`config.mk`:
```
export PLATFORM = sky130hd
export DESIGN_NAME = mgmt_mode_seq
export DESIGN_NICKNAME = d
export VERILOG_FILES = /design/src/rtl/mgmt_mode_pkg.sv /design/src/rtl/mm_seq_ctrl.sv /design/src/rtl/mm_addr_gen.sv /design/src/rtl/mm_cfg_regs.sv /design/src/rtl/mgmt_mode_seq.sv
export SDC_FILE = /design/constraint.sdc
export NUM_CORES = 1
export LEC_CHECK = 0
export BUFFER_PORTS_ARGS = -buffer_cell sky130_fd_sc_hd__clkbuf_2
export CORE_MARGIN = 10
export CORE_UTILIZATION = 40
export DETAILED_ROUTE_END_ITERATION = 10
export GPL_ROUTABILITY_DRIVEN = 0
export PLACE_DENSITY = 0.67
export SETUP_SLACK_MARGIN = 0.2
export SLEW_MARGIN = 20
export SYNTH_ARGS = -nofsm -noshare
export SYNTH_HDL_FRONTEND = slang
export SYNTH_SLANG_ARGS = --single-unit
```
`constraint.sdc`:
```
create_clock -name clk -period 6.3 [get_ports clk]
set_input_delay 0 -clock clk [delete_from_list [all_inputs] [get_ports clk]]
set_output_delay 0 -clock clk [all_outputs]
set_load 0.01 [all_outputs]
```
`src/rtl/mgmt_mode_pkg.sv`:
```
`timescale 1ns/1ps
package mgmt_mode_pkg;

    // Phases of one entry/exit sequence
    typedef enum logic [2:0] {
        MM_IDLE,
        MM_DRAIN,
        MM_SAVE,
        MM_ENTRY,
        MM_RUN,
        MM_LOAD,
        MM_DONE
    } mm_phase_e;

    // Kind of access the controller is presenting
    typedef struct packed {
        logic valid;
        logic write;
    } mm_access_t;

    localparam int unsigned SAVE_TOP_OFS  = 32'h0000_FFFF;
    localparam int unsigned ENTRY_OFS     = 32'h0000_8000;
    localparam int unsigned BASE_AT_RESET = 32'h0003_0000;
    localparam int unsigned REV_RESTART   = 2;

    function automatic logic phase_in_mode(mm_phase_e p);
        return (p == MM_SAVE) || (p == MM_ENTRY) || (p == MM_RUN) || (p == MM_LOAD);
    endfunction

    function automatic mm_access_t phase_access(mm_phase_e p);
        mm_access_t a;
        a.valid = (p == MM_SAVE) || (p == MM_LOAD);
        a.write = (p == MM_SAVE);
        return a;
    endfunction

endpackage

```
`src/rtl/mm_seq_ctrl.sv`:
```
`timescale 1ns/1ps
module mm_seq_ctrl
    import mgmt_mode_pkg::*;
#(
    parameter int unsigned WORDS = 16,
    localparam int unsigned IDX_W = (WORDS > 1) ? $clog2(WORDS) : 1
) (
    input  logic             clk,
    input  logic             rst,
    input  logic             enter_req,
    input  logic             resume_req,
    input  logic             bus_idle,
    input  logic             wbuf_empty,
    input  logic             mem_ready,
    output mm_phase_e        phase,
    output logic [IDX_W-1:0] idx
);

    mm_access_t acc;
    logic       accept;
    logic       at_last;

    always_comb begin
        acc     = phase_access(phase);
        accept  = acc.valid && mem_ready;
        at_last = (idx == IDX_W'(WORDS - 1));
    end

    always_ff @(posedge clk) begin
        if (rst) begin
            phase <= MM_IDLE;
            idx   <= '0;
        end else begin
            unique case (phase)
                MM_IDLE: begin
                    if (enter_req) phase <= MM_DRAIN;
                end
                MM_DRAIN: begin
                    if (bus_idle && wbuf_empty) begin
                        phase <= MM_SAVE;
                        idx   <= '0;
                    end
                end
                MM_SAVE: begin
                    if (accept) begin
                        if (at_last) begin
                            phase <= MM_ENTRY;
                            idx   <= '0;
                        end else begin
                            idx <= idx + 1'b1;
                        end
                    end
                end
                MM_ENTRY: phase <= MM_RUN;
                MM_RUN: begin
                    if (resume_req) begin
                        phase <= MM_LOAD;
                        idx   <= '0;
                    end
                end
                MM_LOAD: begin
                    if (accept) begin
                        if (at_last) begin
                            phase <= MM_DONE;
                            idx   <= '0;
                        end else begin
                            idx <= idx + 1'b1;
                        end
                    end
                end
                MM_DONE: phase <= MM_IDLE;
                default: phase <= MM_IDLE;
            endcase
        end
    end

endmodule

```
`src/rtl/mm_addr_gen.sv`:
```
`timescale 1ns/1ps
module mm_addr_gen
    import mgmt_mode_pkg::*;
#(
    parameter int unsigned AW    = 20,
    parameter int unsigned WORDS = 16,
    localparam int unsigned IDX_W = (WORDS > 1) ? $clog2(WORDS) : 1
) (
    input  mm_phase_e        phase,
    input  logic [IDX_W-1:0] idx,
    input  logic [AW-1:0]    base,
    output logic [AW-1:0]    acc_addr,
    output logic [AW-1:0]    entry_addr
);

    localparam logic [AW-1:0] TOP_OFS = AW'(SAVE_TOP_OFS);
    localparam logic [AW-1:0] ENT_OFS = AW'(ENTRY_OFS);

    logic [AW-1:0] top_abs;
    logic [AW-1:0] save_addr;
    logic [AW-1:0] load_addr;

    assign top_abs    = base + TOP_OFS;
    assign save_addr  = top_abs - AW'(idx);
    assign entry_addr = base + ENT_OFS;

    // Restore walks upward from the lowest saved word
    generate
        if (WORDS == 1) begin : g_single
            assign load_addr = top_abs;
        end else begin : g_multi
            localparam logic [AW-1:0] SPAN = AW'(WORDS - 1);
            assign load_addr = top_abs - SPAN + AW'(idx);
        end
    endgenerate

    assign acc_addr = (phase == MM_LOAD) ? load_addr : save_addr;

endmodule

```
`src/rtl/mm_cfg_regs.sv`:
```
`timescale 1ns/1ps
module mm_cfg_regs
    import mgmt_mode_pkg::*;
#(
    parameter int unsigned AW = 20,
    parameter int unsigned RW = 8
) (
    input  logic          clk,
    input  logic          rst,
    input  logic          cfg_open,
    input  logic          base_load,
    input  logic [AW-1:0] base_load_val,
    input  logic          rstrt_we,
    input  logic          rstrt_val,
    output logic [AW-1:0] base,
    output logic [RW-1:0] rev_id
);

    logic rstrt_en;

    always_ff @(posedge clk) begin
        if (rst) begin
            base     <= AW'(BASE_AT_RESET);
            rstrt_en <= 1'b0;
        end else begin
            if (base_load && cfg_open) base <= base_load_val;
            if (rstrt_we) rstrt_en <= rstrt_val;
        end
    end

    assign rev_id = rstrt_en ? RW'(REV_RESTART) : '0;

endmodule

```
`src/rtl/mgmt_mode_seq.sv`:
```
`timescale 1ns/1ps
module mgmt_mode_seq
    import mgmt_mode_pkg::*;
#(
    parameter int unsigned ADDR_W     = 20,
    parameter int unsigned SAVE_WORDS = 16,
    parameter int unsigned REV_W      = 8
) (
    input  logic              clk,
    input  logic              rst,
    input  logic              enter_req,
    input  logic              resume_req,
    input  logic              bus_idle,
    input  logic              wbuf_empty,
    input  logic              dual_mode,
    input  logic              bus_owner,
    input  logic              base_load,
    input  logic [ADDR_W-1:0] base_load_val,
    input  logic              rstrt_we,
    input  logic              rstrt_val,
    output logic              mem_valid,
    output logic              mem_write,
    output logic [ADDR_W-1:0] mem_addr,
    input  logic              mem_ready,
    output logic              mm_active_n,
    output logic              entry_valid,
    output logic [ADDR_W-1:0] entry_addr,
    output logic              resume_done,
    output logic [ADDR_W-1:0] base_out,
    output logic [REV_W-1:0]  rev_id
);

    localparam int unsigned IDX_W = (SAVE_WORDS > 1) ? $clog2(SAVE_WORDS) : 1;

    mm_phase_e        phase;
    logic [IDX_W-1:0] idx;
    mm_access_t       acc;
    logic             visible;

    mm_seq_ctrl #(.WORDS(SAVE_WORDS)) ctrl_i (
        .clk        (clk),
        .rst        (rst),
        .enter_req  (enter_req),
        .resume_req (resume_req),
        .bus_idle   (bus_idle),
        .wbuf_empty (wbuf_empty),
        .mem_ready  (mem_ready),
        .phase      (phase),
        .idx        (idx)
    );

    mm_addr_gen #(.AW(ADDR_W), .WORDS(SAVE_WORDS)) addr_i (
        .phase      (phase),
        .idx        (idx),
        .base       (base_out),
        .acc_addr   (mem_addr),
        .entry_addr (entry_addr)
    );

    mm_cfg_regs #(.AW(ADDR_W), .RW(REV_W)) cfg_i (
        .clk           (clk),
        .rst           (rst),
        .cfg_open      (phase == MM_IDLE),
        .base_load     (base_load),
        .base_load_val (base_load_val),
        .rstrt_we      (rstrt_we),
        .rstrt_val     (rstrt_val),
        .base          (base_out),
        .rev_id        (rev_id)
    );

    always_comb begin
        acc         = phase_access(phase);
        mem_valid   = acc.valid;
        mem_write   = acc.write;
        visible     = !dual_mode || bus_owner;
        mm_active_n = !(phase_in_mode(phase) && visible);
        entry_valid = (phase == MM_ENTRY);
        resume_done = (phase == MM_DONE);
    end

endmodule

```
# After elaboration in Yosys (flattened, before gate mapping)
# Index checks and enable logic that the tools add are counted.
[op_classes]
addsub = 6
eq_ne = 15
muxes = 15
n_reduce_logical = 16
[ops]
columns = ["operator", "n"]
rows = [
  ["$add A20 B16 Y20 const B", 2],
  ["$mux W3", 7],
  ["$add A20 B4 Y20", 1],
  ["$mux W20", 1],
  ["$sub A20 B4 Y20", 1],
  ["$sub A20 B4 Y20 const B", 1],
  ["$pmux W3 S6", 1],
  ["$mux W4", 4],
  ["$ne A2 B1 Y1 const B", 6],
  ["$pmux W4 S3", 1],
  ["$eq A3 B3 Y1 const B", 3],
  ["$reduce_and A7 Y1", 1],
  ["$eq A3 B2 Y1 const B", 2],
  ["$logic_or A1 B1 Y1", 5],
  ["$add A4 B1 Y4 const B", 1],
  ["$eq A4 B4 Y1 const B", 1],
  ["$logic_and A1 B1 Y1", 4],
  ["$ne A2 B2 Y1 const B", 2],
  ["$reduce_and A4 Y1", 1],
  ["$eq A3 B1 Y1 const B", 1],
  ["$logic_not A3 Y1", 1],
  ["$reduce_bool A3 Y1", 1],
  ["$logic_not A1 Y1", 2],
  ["$mux W2", 1],
  ["$reduce_or A2 Y1", 1],
]
[word_totals]
regBits = 28
in_bits = 32
output_inout_bits = 73
elab_cells = 56

# Depth between registers and ports, before layout
[logic_depth]
ltp_word = 6
mapped_depth = 11
ltp_nobuf = 10

# Modules after synthesis
# A second synthesis with hierarchy kept.
[hier_totals]
cells_unflattened = 380
hier_area_um2 = 3126.7
[by_module_without_submodules]
columns = ["module", "n_inst", "cells_per_inst", "area_per_inst_um2", "seq_area_each_um2"]
rows = [
  ["mm_addr_gen", 1, 219, 1646.6, 0.0],
  ["mm_cfg_regs", 1, 101, 953.4, 420.4],
  ["mm_seq_ctrl", 1, 50, 462.9, 140.1],
  ["mgmt_mode_seq", 1, 10, 63.8, 0.0],
]

# Worst setup path before layout
# No wires, ideal clock.
[synth_path]
kind = "reg2out"
start = "register cfg_i.base[0]"
end = "output mem_addr[10]"
arrival_ns = 2.673
required_ns = 6.300
slack_ns = 3.627
stages_incl_launch_ff = 12
n_path_buf = 1
path_cell_list = "dfxtp_1 -> inv_1 -> ha_1 -> clkbuf_2 -> xor2_1 -> ha_1 -> a21o_1 -> a2111oi_0 -> o32a_2 -> a21boi_0 -> nor2_1 -> xor2_1"
[synth_between]
elab_chain_len = 4
elab_cells_between_ends = 5
classes_between = "4 x add/sub; 1 x mux"
[synth_lines]
columns = ["element", "line", "source"]
rows = [
  ["start: declaration", "mm_cfg_regs.sv:15", "output logic [AW-1:0] base,"],
  ["start signal: assignment", "mm_cfg_regs.sv:23", "base <= AW'(BASE_AT_RESET);"],
  ["start signal: assignment", "mm_cfg_regs.sv:26", "if (base_load && cfg_open) base <= base_load_val;"],
  ["$add A20 B16 Y20 (*)", "mm_addr_gen.sv:23", "assign top_abs = base + TOP_OFS;"],
  ["$sub A20 B4 Y20", "mm_addr_gen.sv:33", "assign load_addr = top_abs - SPAN + AW'(idx);"],
  ["$add A20 B4 Y20", "mm_addr_gen.sv:33", ""],
  ["$mux W20 (*)", "mm_addr_gen.sv:37", "assign acc_addr = (phase == MM_LOAD) ? load_addr : save_addr;"],
  ["end: declaration", "mgmt_mode_seq.sv:23", "output logic [ADDR_W-1:0] mem_addr,"],
]
# Mark *: on every way between the ends. The rest lies on a longest branch, timed or not.

# Worst setup path after layout
# Same ends and word-level chain as after synthesis.

==> metrics <==
post-synthesis sequential area ratio=0.204; antenna violation net count after detailed routing=0; DRC viols=0; worst clock skew=1.64 ps; Bufs and invs on worst path=2; Levels on crit path=11; GRT busiest layer=met2; I/O pin cnt=105; first-pass GRT wire length=13.0 mm; Mapped Cells=368; Worst Hold Depth=3; HPWL Detailed=between 6 and 7 mm; P&R area growth vs syn=20.4%; crit path time final=approximately 3300 ps; sequential power share=0.237; Hold Path Origin=bus_owner; FF+latch count, synth=28; total negative slack=0 ps; hold_buf cts=22; Critical R2R Launch=ctrl_i.phase[1]$_SDFFE_PP0P_; CTS Sinks=28; Clk pwr share=0.077; Max Fclk=0.306 GHz; ys flop type=dfxtp_1; crit-path cells=inv_1, ha_1, xor2_1, ha_1, a21o_1, a2111oi_0, o32a_2, a21boi_0, nor2_1, xor2_1, clkbuf_2; Multi-input gate area=0.00182 mm2; internal power=0.000605 W; Root Buffer=clkbuf_8; placed insts=505; worst path arrival time=3260 ps; Die Y=around 100 um; CTS buffer count=3; Mapped Avg Cell Area=7.45 um2; RSZ-0062 raised after global routing=no; vias per cell=5.15; clock-pin slew on the worst setup and hold paths=90 ps; fin crit share=0.518; Fillers=688; combinational share of power=0.685; Crit Path Class=reg2out; CTS max path bufs=2; initial DRC count=roughly 110; CTS tree=yes; Tot Pwr=0.00121 W; number of synthesized flops with an enable pin=0; CP Capture Type=output port; FF-to-FF path depth=5; FP Rows=30; Die Width=103 um; First-pass DRT Iterations=4; share of layout cells above drive strength 1=0.264; Max-Cap Viols=0; global-route track usage on met3=0.0275; Peak VDD IR=0.000187 V; Slew HR=0.527; CP startpoint kind=flip-flop; Leak=approximately 1.5 nW; grt met1 use=0.193; Post-synth ARST share=0; unique cell type count in the Yosys netlist=between 60 and 70; core area=about 0.0067 mm2; yosys warns=0; PD cells=between 300 and 400 mW/mm2; Antenna Cells=0; CP delay by family, top=compound AO/OA/AOI/OAI gates; Worst path max stage delay=520 ps; die area=around 0.011 mm2; endpoints failing hold=0; largest net degree at the start of global routing=29; All-Layer GR Usage=0.147; synthesized cell area=0.00274 mm2; M2 GR Usage=0.239; CP Launch Point=cfg_i.base[0]$_SDFFE_PP0P_; Post-CTS Resized=0; worst endpoint required time=6300 ps; antenna violations before repair=0; H-tree levels=1; Min-Delay Path Class=in2out; fin. max-slew vios=0; DR WL/cell=14.9 um; post-CTS setup buffers=0; Starting Density=0.408; routed via count=2,731; DRT Wirelength=7.91 mm; status=complete, no violations; switching power=0.000604 W; Critical Path Slowest Stage Cell=dfxtp_1; non-filler cells, final=530; actual slew at the worst max-slew pin=710 ps; clock latency on the worst-skew pair=260 ps; Finish-stage setup viols=0; crit-path max FO=11; final net count=approximately 500; vias in the first global route=2,727; flip-flop and latch area=561 um2; Sw Share=0.500; grt total ovfl=0; input/output buffers=97
## worst register-to-register path, cell delays in order, from the launching register on
cell and delay, ps:
dfxtp_1 500, or3b_1 460, nand2_1 90, o221ai_1 270
or4_1 560, a21oi_1 140
## power groups by stage
| stage | Clock (W) | Combinational (W) | Sequential (W) |
|---|---|---|---|
| after detailed placement | 0 | 0.000825 | 0.000290 |
| after global placement | 0 | 0.000817 | 0.000287 |
| final | 0.0000936 | 0.000829 | 0.000287 |
| after CTS | 0.0000985 | 0.000838 | 0.000286 |
| after global routing | 0.000103 | 0.000929 | 0.000296 |
| after floorplan | 0 | 0.000640 | 0.000250 |
## registers in the layout (all words and copies together), names as in the netlist
signal / cells
ctrl_i.phase: 3
cfg_i.base: 20
cfg_i.rstrt_en: 1
ctrl_i.idx: 4
## area by class of cell
cell class | count | share of cell area
inverter | 19 | 0.0216
timing repair buffer | 119 | 0.214
multi-input combinational | 281 | 0.552
clock buffer | 3 | 0.0125
sequential | 28 | 0.170
tap | 80 | 0.0303
## final timing paths
check | end | slack [ps]
max | mem_addr[10] | 3040
min | mm_active_n | 260
max reg2reg | ctrl_i.idx[3]$_SDFFE_PP0P_ | 4210
min reg2reg | ctrl_i.idx[3]$_SDFFE_PP0P_ | 540
## per-stage QoR
| stage | worst slack, ps | instance area, um2 | hold slack [ps] | util |
|---|---|---|---|---|
| after global placement | 3440 | 3040 | 215 | 0.452 |
| after detailed placement | 3360 | 3040 | 223 | 0.452 |
| after global routing | 2800 | 3300 | 290 | 0.491 |
| final | 3040 | 3300 | 263 | 0.491 |
| after CTS | 3040 | 3300 | 262 | 0.491 |
| after floorplan | 3630 | 2760 | 90.4 | - |
## logic make-up (layout without fill, tap and decap cells)
| family | after synthesis | in the layout | share of synthesized area |
|---|---|---|---|
| xor gates and xnor gates | 32 | 32 | 0.102 |
| other | 1 | 7 | 0.00137 |
| and+or+nand+nor | 150 | 150 | 0.288 |
| adders and majority gates | 14 | 14 | 0.0694 |
| AOI/OAI and AO/OA | 75 | 75 | 0.184 |
| DFF | 28 | 28 | 0.204 |
| buffers and inverters | 65 | 141 | 0.140 |
| muxes | 3 | 3 | 0.0110 |
## cells in the mapped netlist (7+ instances only)
cell type / count / area, um2
xor2_1: 13 / 114
xnor2_1: 19 / 166
nand2_1: 58 / 218
clkbuf_1: 11 / 41.3
o21ai_0: 9 / 45.0
buf_4: 24 / 180
dfxtp_1: 28 / 561
a21oi_1: 32 / 160
nor2_1: 24 / 90.1
nand3_1: 12 / 60.1
inv_1: 19 / 71.3
ha_1: 12 / 150
nor3_1: 7 / 35.0
## per-layer routing
metal  vias to the layer above  share of wire
li1                       1404              -
met5                         -              0
met3                         9          0.072
met2                        96           0.46
met1                      1222           0.45
met4                         0          0.016
## cells in the final DEF, fill, tap and decap left out, drive strengths merged, types with 3 or more instances in the layout
cell type,Yosys,layout
or3b,4,4
dfxtp,28,28
a21oi,32,32
nand4,4,4
o21ai,9,9
nor3,8,8
inv,19,19
dlygate4sd3,0,22
nand2,59,59
nor3b,4,4
or4,3,3
a211oi,4,4
ha,12,12
nand3b,6,6
xor2,13,13
conb,1,7
nor4,6,6
o221ai,3,3
o22ai,3,3
mux2i,3,3
or2,4,4
nand3,12,12
nor2,24,24
o21bai,6,6
xnor2,19,19
clkbuf,14,100
No activity file was read; power rests on OpenSTA's default activity.
